==> src/rtl/enc_pkg.sv <==
package enc_pkg;

  localparam int STATE_W = 3;
  localparam int PROG_W  = 2;

  // bit 2 = mode (1 = complement), bits 1:0 = pattern progress
  typedef enum logic [STATE_W-1:0] {
    ST_P0 = 3'b000,  // pass, no progress toward 1,1,0
    ST_P1 = 3'b001,  // pass, seen 1
    ST_P2 = 3'b010,  // pass, seen 1,1
    ST_C0 = 3'b100,  // complement, no progress toward 0,1,0
    ST_C1 = 3'b101,  // complement, seen 0
    ST_C2 = 3'b110   // complement, seen 0,1
  } enc_state_e;

  localparam int MODE_BIT = STATE_W - 1;

endpackage

==> src/rtl/enc_rst_sync.sv <==
module enc_rst_sync #(
  parameter int STAGES = 2
) (
  input  logic clk,
  input  logic rst_n,
  output logic rst_sync_n
);

  logic [STAGES-1:0] sync_q;

  always_ff @(posedge clk or negedge rst_n) begin
    if (!rst_n) begin
      sync_q <= '0;
    end else begin
      sync_q <= {sync_q[STAGES-2:0], 1'b1};
    end
  end

  assign rst_sync_n = sync_q[STAGES-1];

endmodule

==> src/rtl/enc_next_state.sv <==
module enc_next_state
  import enc_pkg::*;
(
  input  enc_state_e state_q,
  input  logic       din,
  output enc_state_e state_d
);

  always_comb begin
    state_d = ST_P0;
    unique case (state_q)
      // pass mode: hunt for 1,1,0
      ST_P0:   state_d = din ? ST_P1 : ST_P0;
      ST_P1:   state_d = din ? ST_P2 : ST_P0;
      ST_P2:   state_d = din ? ST_P2 : ST_C1;  // trailing 0 counts as first bit of 0,1,0
      // complement mode: hunt for 0,1,0
      ST_C0:   state_d = din ? ST_C0 : ST_C1;
      ST_C1:   state_d = din ? ST_C2 : ST_C1;
      ST_C2:   state_d = din ? ST_C0 : ST_P0;  // history "1,0" gives no 1,1,0 progress
      default: state_d = ST_P0;                // unused codes fall back to idle
    endcase
  end

endmodule

==> src/rtl/enc_state_reg.sv <==
module enc_state_reg
  import enc_pkg::*;
(
  input  logic       clk,
  input  logic       rst_n,
  input  logic       din,
  input  enc_state_e state_d,
  output enc_state_e state_q
);

  always_ff @(posedge clk or negedge rst_n) begin
    if (!rst_n) begin
      state_q <= ST_P0;
    end else begin
      state_q <= state_d;
    end
  end

  // last bit of 1,1,0 moves to complement with one 0 already counted
  a_r2_trigger: assert property (@(posedge clk) disable iff (!rst_n)
    (state_q == ST_P2 && !din) |=> (state_q == ST_C1));

  // last bit of 0,1,0 returns to idle pass mode
  a_r4_release: assert property (@(posedge clk) disable iff (!rst_n)
    (state_q == ST_C2 && !din) |=> (state_q == ST_P0));

  // extra 1s keep the 1,1 progress (overlap)
  a_r5_overlap: assert property (@(posedge clk) disable iff (!rst_n)
    (state_q == ST_P2 && din) |=> (state_q == ST_P2));

  // a 1 input never changes the mode in either direction
  a_r7_pass_keep: assert property (@(posedge clk) disable iff (!rst_n)
    (!state_q[MODE_BIT] && din) |=> !state_q[MODE_BIT]);

  a_r7_comp_keep: assert property (@(posedge clk) disable iff (!rst_n)
    (state_q[MODE_BIT] && din) |=> state_q[MODE_BIT]);

  // only the six legal codes are ever held
  a_r1_legal: assert property (@(posedge clk) disable iff (!rst_n)
    state_q[PROG_W-1:0] != 2'b11);

endmodule

==> src/rtl/enc_out.sv <==
module enc_out
  import enc_pkg::*;
(
  input  enc_state_e state_q,
  input  logic       din,
  output logic       dout,
  output logic       inv_mode
);

  always_comb begin
    inv_mode = state_q[MODE_BIT];
    dout     = inv_mode ? ~din : din;
  end

endmodule

==> src/rtl/bitstream_toggle_encoder.sv <==
module bitstream_toggle_encoder
  import enc_pkg::*;
#(
  parameter int RST_STAGES = 2
) (
  input  logic clk,
  input  logic rst_n,
  input  logic din,
  output logic dout,
  output logic inv_mode
);

  logic       rst_sync_n;
  enc_state_e state_q;
  enc_state_e state_d;

  enc_rst_sync #(.STAGES(RST_STAGES)) u_rst_sync (
    .clk        (clk),
    .rst_n      (rst_n),
    .rst_sync_n (rst_sync_n)
  );

  enc_next_state u_next (
    .state_q (state_q),
    .din     (din),
    .state_d (state_d)
  );

  enc_state_reg u_reg (
    .clk     (clk),
    .rst_n   (rst_sync_n),
    .din     (din),
    .state_d (state_d),
    .state_q (state_q)
  );

  enc_out u_out (
    .state_q  (state_q),
    .din      (din),
    .dout     (dout),
    .inv_mode (inv_mode)
  );

endmodule

==> config.mk <==
export PLATFORM = sky130hd
export DESIGN_NAME = bitstream_toggle_encoder
export DESIGN_NICKNAME = d
export VERILOG_FILES = /design/src/rtl/enc_pkg.sv /design/src/rtl/enc_rst_sync.sv /design/src/rtl/enc_next_state.sv /design/src/rtl/enc_state_reg.sv /design/src/rtl/enc_out.sv /design/src/rtl/bitstream_toggle_encoder.sv
export SDC_FILE = /design/constraint.sdc
export NUM_CORES = 1
export LEC_CHECK = 0
export BUFFER_PORTS_ARGS = -buffer_cell sky130_fd_sc_hd__buf_2
export CORE_AREA = 2 2 39 41
export DETAILED_ROUTE_END_ITERATION = 16
export DIE_AREA = 0 0 41 43
export PLACE_DENSITY_LB_ADDON = 0.15
export SLEW_MARGIN = 20
export SYNTH_ARGS = -nofsm -noshare
export SYNTH_HDL_FRONTEND = slang
export SYNTH_SLANG_ARGS = --single-unit
==> constraint.sdc <==
create_clock -name clk -period 0.8 [get_ports clk]
set_input_delay 0.08 -clock clk [delete_from_list [all_inputs] [get_ports clk]]
set_output_delay 0.08 -clock clk [all_outputs]
set_load 0.1 [all_outputs]
==> results of run 1 <==
-- cells in the final DEF, fill, tap and decap left out --
| cell type | netlist | routed |
|---|---|---|
| a21o_2 | 1 | 1 |
| a311o_1 | 1 | 1 |
| and3_2 | 1 | 1 |
| and3_4 | 0 | 1 |
| buf_12 | 0 | 2 |
| buf_2 | 0 | 2 |
| buf_4 | 0 | 8 |
| buf_6 | 0 | 3 |
| clkbuf_1 | 0 | 1 |
| clkbuf_4 | 0 | 3 |
| conb_1 | 1 | 1 |
| dfrtp_1 | 5 | 4 |
| dfrtp_4 | 0 | 1 |
| dlygate4sd3_1 | 0 | 1 |
| inv_1 | 2 | 2 |
| mux2i_1 | 1 | 1 |
| nor2_1 | 1 | 1 |
| nor2_4 | 0 | 1 |
| o21ai_0 | 1 | 1 |
| xor2_4 | 0 | 1 |
-- per-layer routing --
metal  track usage, %  wire length [um]
met5                0                 0
met4            8.000                 0
met3            1.571                19
met2            11.25               271
met1            4.605               137
-- through the flow --
| stage | setup slack, ns | power (mW) | setup TNS [ns] | instance area, um^2 |
|---|---|---|---|---|
| 6_report | -0.4487 | 1.857 | -2.098 | 435.4 |
| 5_1_grt | -0.4907 | 1.967 | -2.282 | 435.4 |
| 4_1_cts | -0.4624 | 1.821 | -1.902 | 420.4 |
| 3_5_place_dp | -0.2954 | 1.369 | -1.131 | 347.8 |
| 3_3_place_gp | -0.2588 | 1.355 | -1.086 | 347.8 |
| 2_1_floorplan | -0.5363 | 0.9249 | -1.681 | 225.2 |
-- kinds of logic after synthesis --
family                    Yosys count  share of synthesized area, %
xor gates and xnor gates            1                         4.322
muxes                               1                         4.938
DFF                                 5                         61.73
AOI/OAI and AO/OA                   3                         11.73
and+or+nand+nor                     4                         11.73
buffers and inverters               2                         3.705
other                               1                         1.850
-- worst min-delay path by stage --
stage	to	cells past startpoint	from
final	u_reg.state_q[1]$_DFF_PN0_	0	u_rst_sync.sync_q[1]$_DFF_PN0_
after global routing	u_reg.state_q[1]$_DFF_PN0_	0	u_rst_sync.sync_q[1]$_DFF_PN0_
after CTS	u_reg.state_q[1]$_DFF_PN0_	0	u_rst_sync.sync_q[1]$_DFF_PN0_
after detailed placement	u_rst_sync.sync_q[0]$_DFF_PN0_	1	rst_n
after global placement	u_rst_sync.sync_q[1]$_DFF_PN0_	1	rst_n
after floorplan	u_rst_sync.sync_q[0]$_DFF_PN0_	0	rst_n
-- cell type report --
cell class                 count  area, um^2  area share, %
sequential                     5       128.9          29.60
timing repair buffer          16       153.9          35.34
inverter                       2       7.507          1.724
clock buffer                   4       26.28          6.034
tap                           16       20.02          4.598
multi-input combinational     10       98.84          22.70
-- power by group through the flow --
| stage | clock network, mW | logic [mW] | registers [mW] |
|---|---|---|---|
| floorplan | 0 | 0.352 | 0.573 |
| global placement | 0 | 0.969 | 0.385 |
| detailed placement | 0 | 0.981 | 0.388 |
| CTS | 0.298 | 1.13 | 0.392 |
| global route | 0.321 | 1.25 | 0.397 |
| finish | 0.279 | 1.19 | 0.391 |
-- sequential cells by signal, indices dropped and copies added (netlist names) --
| register | count |
|---|---|
| u_rst_sync.sync_q | 2 |
| u_reg.state_q | 3 |
-- repair_timing --
action,in CTS,in global routing
endpoints found under the setup margin,5,5
pin swaps,3,1
resized for setup,3,2
hold buffers,1,0
endpoints found under the hold margin,2,0
buffers inserted,3,1
==> impl_metrics.yaml, run 1 <==
outcome:
  outcome: "complete, but fails checks"
  failed_checks: "setup timing"
worst_setup_path:
  r2r_cells: 5
  rr_endpoint: "u_reg.state_q[0]$_DFF_PN0_"
  crit_start: "u_reg.state_q[2]$_DFF_PN0_"
  endpoint: "dout"
  crit_slowest_cell: "dfrtp_4"
  path_cells: "buf_6 > xor2_4 > buf_12"
  cp_data_required_time_ns: 0.72
  worst_path_dominant_cell_family: "flip-flops"
  cp-end-kind: "primary output"
  crit_type: "reg -> out"
  r2r_setup_slack_ns: -0.42
  reg2reg_from: "u_reg.state_q[2]$_DFF_PN0_"
  cp-start-kind: "register"
  crit_cells: 3
  cp.buffers_inverters: 2
  cp.arrival_ns: 1.17
  slowest_delay_ns: 0.47
  crit_fanout: 3
clock_network:
  cts_buffers: 3
  cts_buffer_depth: 2
  cts_tree: "yes"
  insertion_delay_ns: 0.23
  cts.clk_slew.worst_paths_ns: 0.04
  h-tree-depth: 1
  root_buffer: "clkbuf_4"
  clkSinkCount: 5
yosys:
  synthDistinctLibCells: 12
  netlist_area_um2: 202.7
  ys_warn_count: 0
  synthArstFlopShare_pct: 100.0
  synth_ff_type: "dfrtp_1"
  ys_seq_elements: 5
  synth_edf_count: 0
  synth_cells: 17
  synth_top_area_share_pct: 61.73
  syn_nets: 20
  yosys-top-cells-count: "dfrtp_1 (5), inv_1 (2)"
  synth.largest_area_cell: "dfrtp_1"
  yosysMostFrequentCell: "dfrtp_1"
  synth_area_per_cell_um2: 11.92
  seq_area_frac_synth_pct: 61.73
  synth_area_leaders: "dfrtp_1 (62%), a311o_1 (4.9%), mux2i_1 (4.9%)"
grt:
  grt_first_pass_wirelength_um: 724
  first_global_vias: 238
  grt_usage_pct: 6.572
  antenna_found_initial: 0
  grt.overflow.total: 0
  grt_max_degree: 4
sta:
  timing.final.crit_share_pct: 156.1
  rsz0062_at_grt: "true"
  post-route-worst-setup-slack_ns: -0.4487
  fin_crit_ns: 1.249
  final-setup-viol-count: 5
  hold_viol: 0
  fin_worst_skew_ns: 0.0001968
  slew_viol_final: 0
  hold_slack_ns: 0.04135
  fmax_mhz: 800.8
layout:
  fillers: 147
  diodes: 0
  area_growth_pct: 114.8
  nets: 41
  drive_above_1_share_pct: 64.86
  fin_util_pct: 31.46
  final_cells: 53
detailed_routing:
  drc: 0
  postRouteAntennaNets: 0
  wirelength_um: 429
  dr.pass1.iters: 2
  vias_per_cell: 3.755
  drtIter0Drc: 2
  detail_route.wl_per_cell_um: 8.094
  vias: 199
floorplan:
  die_x_um: 41
  core_um2: 1384
  die_area_um2: 1763
  num_io_pins: 5
  start_util_pct: 14.65
  floorplan.rows: 14
  dieHeight_um: 43
power_and_ir_drop:
  power_density_nw_per_um2: 4265
  leakagePower_nw: 0.2102
  p_int_mw: 1.130
  swShare_pct: 39.17
  clock_power_share_pct: 15.0
  p_comb_share_pct: 63.9
  p_switching_mw: 0.7275
  sequentialPowerShare_pct: 21.1
  ir_drop_uv: 1310
placed_design:
  dpl.hpwl_um: 345.1
  gp_congestion: 0.6268
  placedCellCount: 44
  numPortBuffers: 4
job:
  maxCapViolations: 0
hold_path:
  hp-class: "reg -> async"
Note: power is estimated with default switching activity, not from simulation.
==> inputs of run 2 (changes only) <==
--- a/config.mk
+++ b/config.mk
@@ -5,7 +5,10 @@
 export SDC_FILE = /design/constraint.sdc
 export NUM_CORES = 1
 export LEC_CHECK = 0
+export ABC_AREA = 1
 export BUFFER_PORTS_ARGS = -buffer_cell sky130_fd_sc_hd__buf_2
+export CELL_PAD_IN_SITES_DETAIL_PLACEMENT = 1
+export CELL_PAD_IN_SITES_GLOBAL_PLACEMENT = 2
 export CORE_AREA = 2 2 39 41
 export DETAILED_ROUTE_END_ITERATION = 16
 export DIE_AREA = 0 0 41 43
==> run 2 against run 1 <==
  * The flow still finishes with violations (setup timing)
  * Critical path type unchanged
  * Sequential cell count is the same
  * Worst hold slack improved by 0.0022 ns
  * Final cell count unchanged
  * Core utilization is 3.3 points lower
  * First-iteration DRC count is 50% lower
  * Clock skew increased by 0.0022 ns
  * Global-route usage increased by 1.0 points
  * Routed wire length up 13%
  * Cell area is 11% lower
  * Die area is the same
  * Non-clock buffer count fell by 7
  * Critical path depth down 1
==> impl_metrics.yaml, run 2 <==
outcome:
  outcome: "complete, but fails checks"
  failed_checks: "setup timing"
yosys:
  synth_cells: 24
  synth_area_leaders: "dfrtp_1 (61%), nand2_1 (13%), nor2_1 (5.5%)"
  synth_area_per_cell_um2: 8.602
  synth_edf_count: 0
  synth_ff_type: "dfrtp_1"
  netlist_area_um2: 206.4
  yosys-top-cells-count: "nand2_1 (7), dfrtp_1 (5), nor2_1 (3), a21oi_1 (2), inv_1 (2)"
  synth_top_area_share_pct: 60.61
  yosysMostFrequentCell: "nand2_1"
  seq_area_frac_synth_pct: 60.61
  synth.largest_area_cell: "dfrtp_1"
  ys_warn_count: 0
  syn_nets: 27
  ys_seq_elements: 5
  synthDistinctLibCells: 10
  synthArstFlopShare_pct: 100.0
clock_network:
  cts_buffers: 3
  cts.clk_slew.worst_paths_ns: 0.04
  h-tree-depth: 1
  cts_tree: "yes"
  root_buffer: "clkbuf_4"
  clkSinkCount: 5
  insertion_delay_ns: 0.24
  cts_buffer_depth: 2
sta:
  hold_viol: 0
  final-setup-viol-count: 5
  slew_viol_final: 0
  rsz0062_at_grt: "true"
  fin_worst_skew_ns: 0.002439
  fmax_mhz: 855.1
  timing.final.crit_share_pct: 146.2
  setup-tns-final_ns: -1.593
  fin_crit_ns: 1.169
  post-route-worst-setup-slack_ns: -0.3694
floorplan:
  floorplan.rows: 14
  dieHeight_um: 43
  num_io_pins: 5
  core_um2: 1384
  start_util_pct: 14.92
  die_area_um2: 1763
  die_x_um: 41
worst_setup_path:
  cp.arrival_ns: 1.09
  r2r_cells: 5
  cp-end-kind: "primary output"
  crit_fanout: 3
  reg2reg_from: "u_reg.state_q[2]$_DFF_PN0_"
  r2r_setup_slack_ns: -0.33
  cp_data_required_time_ns: 0.72
  rr_endpoint: "u_reg.state_q[2]$_DFF_PN0_"
  cp-start-kind: "register"
  crit_type: "reg -> out"
placed_design:
  gp_congestion: 0.6268
  placedCellCount: 46
  numPortBuffers: 4
  dp_slack_ns: -0.1804
  dpl.hpwl_um: 365.2
detailed_routing:
  wirelength_um: 485
  drc: 0
  dr.pass1.iters: 2
  vias_per_cell: 3.660
  detail_route.wl_per_cell_um: 9.151
  drtIter0Drc: 1
  vias: 194
  postRouteAntennaNets: 0
layout:
  layout_commonest_cell: "nand2_1"
  regMostFlops: "u_reg.state_q"
  final_cells: 53
  drive_above_1_share_pct: 45.95
  nets: 41
  reg.largest.list: "u_reg.state_q x3, u_rst_sync.sync_q x2"
  area_growth_pct: 88.48
  diodes: 0
  final_cell_mix: "nand2_1 (7), dfrtp_1 (4), clkbuf_4 (3)"
  largest_reg_flops: 3
hold_path:
  hp-class: "reg -> async"
grt:
  grt_first_pass_wirelength_um: 862
  grt_max_degree: 6
  antenna_found_initial: 0
  grt.overflow.total: 0
  grt_usage_pct: 7.568
  first_global_vias: 213
job:
  maxCapViolations: 0
==> run 2: per-stage QoR <==
step | cell area [um^2] | hold WS (ns) | util, %
global route | 389.1 | 0.06117 | 28.12
finish | 389.1 | 0.04352 | 28.12
global placement | 314.1 | -0.1349 | 22.69
floorplan | 229.0 | -0.2156 | -
CTS | 389.1 | 0.04651 | 28.12
detailed placement | 314.1 | -0.1327 | 22.69
==> run 2: how the worst max path moves through the flow <==
| stage | startpoint | slack (ns) | endpoint |
|---|---|---|---|
| floorplan | u_reg.state_q[2]$_DFF_PN0_ | -0.55 | dout |
| global placement | u_reg.state_q[2]$_DFF_PN0_ | -0.16 | dout |
| detailed placement | u_reg.state_q[2]$_DFF_PN0_ | -0.18 | u_reg.state_q[2]$_DFF_PN0_ |
| CTS | u_reg.state_q[2]$_DFF_PN0_ | -0.39 | dout |
| global route | u_reg.state_q[2]$_DFF_PN0_ | -0.41 | dout |
| finish | u_reg.state_q[2]$_DFF_PN0_ | -0.37 | dout |
==> run 2: cell type report <==
class	instances	area [um^2]
Clock buffer	4	26.28
Fill cell	170	994.7
Inverter	3	11.26
Multi-Input combinational cell	16	105.1
Sequential cell	5	128.9
Tap cell	16	20.02
Timing Repair Buffer	9	97.59
==> run 2: worst max-delay path, stage by stage, from the launching register on <==
cell     delay (ns)
dfrtp_4        0.50
xor2_4         0.16
buf_12         0.19
==> run 2: cells by family after synthesis <==
group	Yosys count	share of synthesized area [%]
XOR/XNOR	1	4.243
other	1	1.816
buffers and inverters	3	5.454
AND/OR/NAND/NOR	11	20.61
flip-flops	5	60.61
AO/OA/AOI/OAI	3	7.271
==> run 2: what timing repair did <==
item                                    CTS  global route
endpoints found under the hold margin     2             0
gates resized for setup                   6             0
setup buffers                             2             0
hold buffers                              1             0
pin swaps                                 2             0
cloned                                    0             0
endpoints found under the setup margin    5             5
==> run 2: routing by layer <==
| metal | up-vias | GRT usage [%] | share of wire (%) |
|---|---|---|---|
| met1 | 94 | 7.516 | 38 |
| met5 | - | 0 | 0 |
| li1 | 96 | - | - |
| met4 | 0 | 8.000 | 0 |
| met3 | 0 | 1.571 | 5.2 |
| met2 | 4 | 11.56 | 57 |
Power of run 2 is not shown: default switching activity piles up to over one toggle a cycle in this logic, so the estimate is an artifact.
==> inputs of run 3 (changes only) <==
--- a/config.mk
+++ b/config.mk
@@ -5,7 +5,7 @@
 export SDC_FILE = /design/constraint.sdc
 export NUM_CORES = 1
 export LEC_CHECK = 0
-export ABC_AREA = 1
+export ABC_AREA = 0
 export BUFFER_PORTS_ARGS = -buffer_cell sky130_fd_sc_hd__buf_2
 export CELL_PAD_IN_SITES_DETAIL_PLACEMENT = 1
 export CELL_PAD_IN_SITES_GLOBAL_PLACEMENT = 2
==> run 3 against run 2 <==
  * The flow still finishes with violations (setup timing)
  * Die area is the same
  * Cell area grew 6.1%
  * Setup slack got worse by 0.076 ns
  * Non-clock buffer count is 5 higher
  * Clock-buffer cell count is the same
  * Core utilization grew 1.7 points
  * Final cell count is 3.8% lower
  * Sequential share of layout area shrank 1.9 points
  * Global-route usage is 0.52 points higher
  * Via count shrank 1.0%
  * Routed wire length grew 9.9%
==> impl_metrics.yaml, run 3 (same netlist as run 1, synthesis figures left out) <==
outcome:
  outcome: "complete, but fails checks"
  failed_checks: "setup timing"
sta:
  hold_viol: 0
  fmax_mhz: 802.8
  slew_viol_final: 0
  rsz0062_at_grt: "true"
  post-route-worst-setup-slack_ns: -0.4456
  timing.final.crit_share_pct: 155.7
  fin_crit_ns: 1.246
  final-setup-viol-count: 5
  fin_worst_skew_ns: 0.003805
grt:
  first_global_vias: 221
  antenna_found_initial: 0
  grt.overflow.total: 0
  grt_first_pass_wirelength_um: 848
  grt_max_degree: 4
  grt_usage_pct: 8.089
clock_network:
  cts.clk_slew.worst_paths_ns: 0.04
  cts_buffers: 3
  cts_tree: "yes"
  clkSinkCount: 5
  insertion_delay_ns: 0.24
  root_buffer: "clkbuf_4"
  h-tree-depth: 1
  cts_buffer_depth: 2
placed_design:
  gp_congestion: 0.6452
  dp_slack_ns: -0.2881
  numPortBuffers: 4
  dpl.hpwl_um: 369.1
hold_path:
  hp-class: "reg -> async"
detailed_routing:
  drtIter0Drc: 0
  drc: 0
  vias: 192
  dr.pass1.iters: 1
  postRouteAntennaNets: 0
  vias_per_cell: 3.765
  wirelength_um: 533
  detail_route.wl_per_cell_um: 10.45
floorplan:
  floorplan.rows: 14
  start_util_pct: 14.65
  die_x_um: 41
  die_area_um2: 1763
  dieHeight_um: 43
  core_um2: 1384
  num_io_pins: 5
power_and_ir_drop:
  ir_drop_uv: 1195
  power_density_nw_per_um2: 4288
  leakagePower_nw: 0.1978
  p_total_mw: 1.770
worst_setup_path:
  crit_slowest_cell: "dfrtp_4"
  cp-start-kind: "register"
  cp.arrival_ns: 1.17
  cp_data_required_time_ns: 0.72
  crit_fanout: 2
  cp-end-kind: "primary output"
  path_cells: "buf_6 > xor2_4 > buf_12"
  crit_type: "reg -> out"
  slowest_delay_ns: 0.47
layout:
  reg.largest.list: "u_reg.state_q x3, u_rst_sync.sync_q x2"
  layout_commonest_cell: "buf_4"
  regMostFlops: "u_reg.state_q"
  final_cell_mix: "buf_4 (8), dfrtp_1 (4), clkbuf_4 (3)"
  diodes: 0
  drive_above_1_share_pct: 62.86
  area_growth_pct: 103.7
  largest_reg_flops: 3
  nets: 39
job:
  maxCapViolations: 0
run 3: cell types whose count changed in the layout (fill, tap and decap cells not counted), sizes merged:
| cell | change |
|---|---|
| mux2i | +1 |
| a21oi | -2 |
| a311o | +1 |
| a21o | +1 |
| and3 | +2 |
| nor2 | -1 |
| nand3 | -1 |
| nand2 | -7 |
| inv | -1 |
| buf | +5 |
run 3: power by group:
| part | leakage (nW) | total [mW] | switching, mW | internal, mW |
|---|---|---|---|---|
| logic | 0.122 | 1.10 | 0.577 | 0.518 |
| registers | 0.0604 | 0.394 | 0.0592 | 0.335 |
| clock network | 0.0150 | 0.281 | 0.0930 | 0.188 |
run 3: final cells by class:
type	instances	area, um^2
clock buffer	4	26.28
fill	157	970.9
multi-input combinational	10	98.84
inverter	2	7.507
timing repair buffer	14	131.4
tap	16	20.02
sequential	5	128.9
run 3: critical path, delay by kind of cell (launching register included):
kind	cells	cell delay, ns
buffers and inverters	2	0.32
XOR/XNOR	1	0.14
flip-flops	1	0.47
run 3: worst paths after layout:
path,from,to,slack [ns],depth (start not counted)
setup reg to reg,u_reg.state_q[2]$_DFF_PN0_,u_reg.state_q[0]$_DFF_PN0_,-0.38,3
hold / removal,u_rst_sync.sync_q[1]$_DFF_PN0_,u_reg.state_q[0]$_DFF_PN0_,0.03,0
setup / recovery,u_reg.state_q[2]$_DFF_PN0_,dout,-0.45,3
hold reg to reg,u_rst_sync.sync_q[1]$_DFF_PN0_,u_reg.state_q[0]$_DFF_PN0_,0.03,0
min in group clk,din,u_reg.state_q[1]$_DFF_PN0_,0.22,4
max in group asynchronous,rst_n,u_rst_sync.sync_q[0]$_DFF_PN0_,0.55,2
run 3: what timing repair did:
item	CTS	global route
hold endpoints to repair	2	0
pin swaps	0	1
buffers inserted	2	0
hold buffers	1	0
setup endpoints to repair	5	5
cloned	0	0
gates resized for setup	3	0
run 3: layer usage:
layer | global-route usage, % | part of all wire [%] | up-vias
met3 | 1.571 | 4.5 | 0
met5 | 0 | 0 | -
met2 | 12.19 | 60 | 4
met4 | 10.00 | 0 | 0
li1 | - | - | 91
met1 | 7.566 | 35 | 97
run 3: stage by stage:
stage               hold slack (ns)  cells  util (%)  cell area, um^2  TNS [ns]
floorplan                   -0.2156     17         -            225.2    -1.681
global placement            -0.1365     44     25.14            347.8   -0.9608
detailed placement          -0.1349     44     25.14            347.8   -0.9564
CTS                         0.03955     51     29.84            412.9    -1.788
global route                0.04488     51     29.84            412.9    -2.004
finish                      0.03165     51     29.84            412.9    -1.766
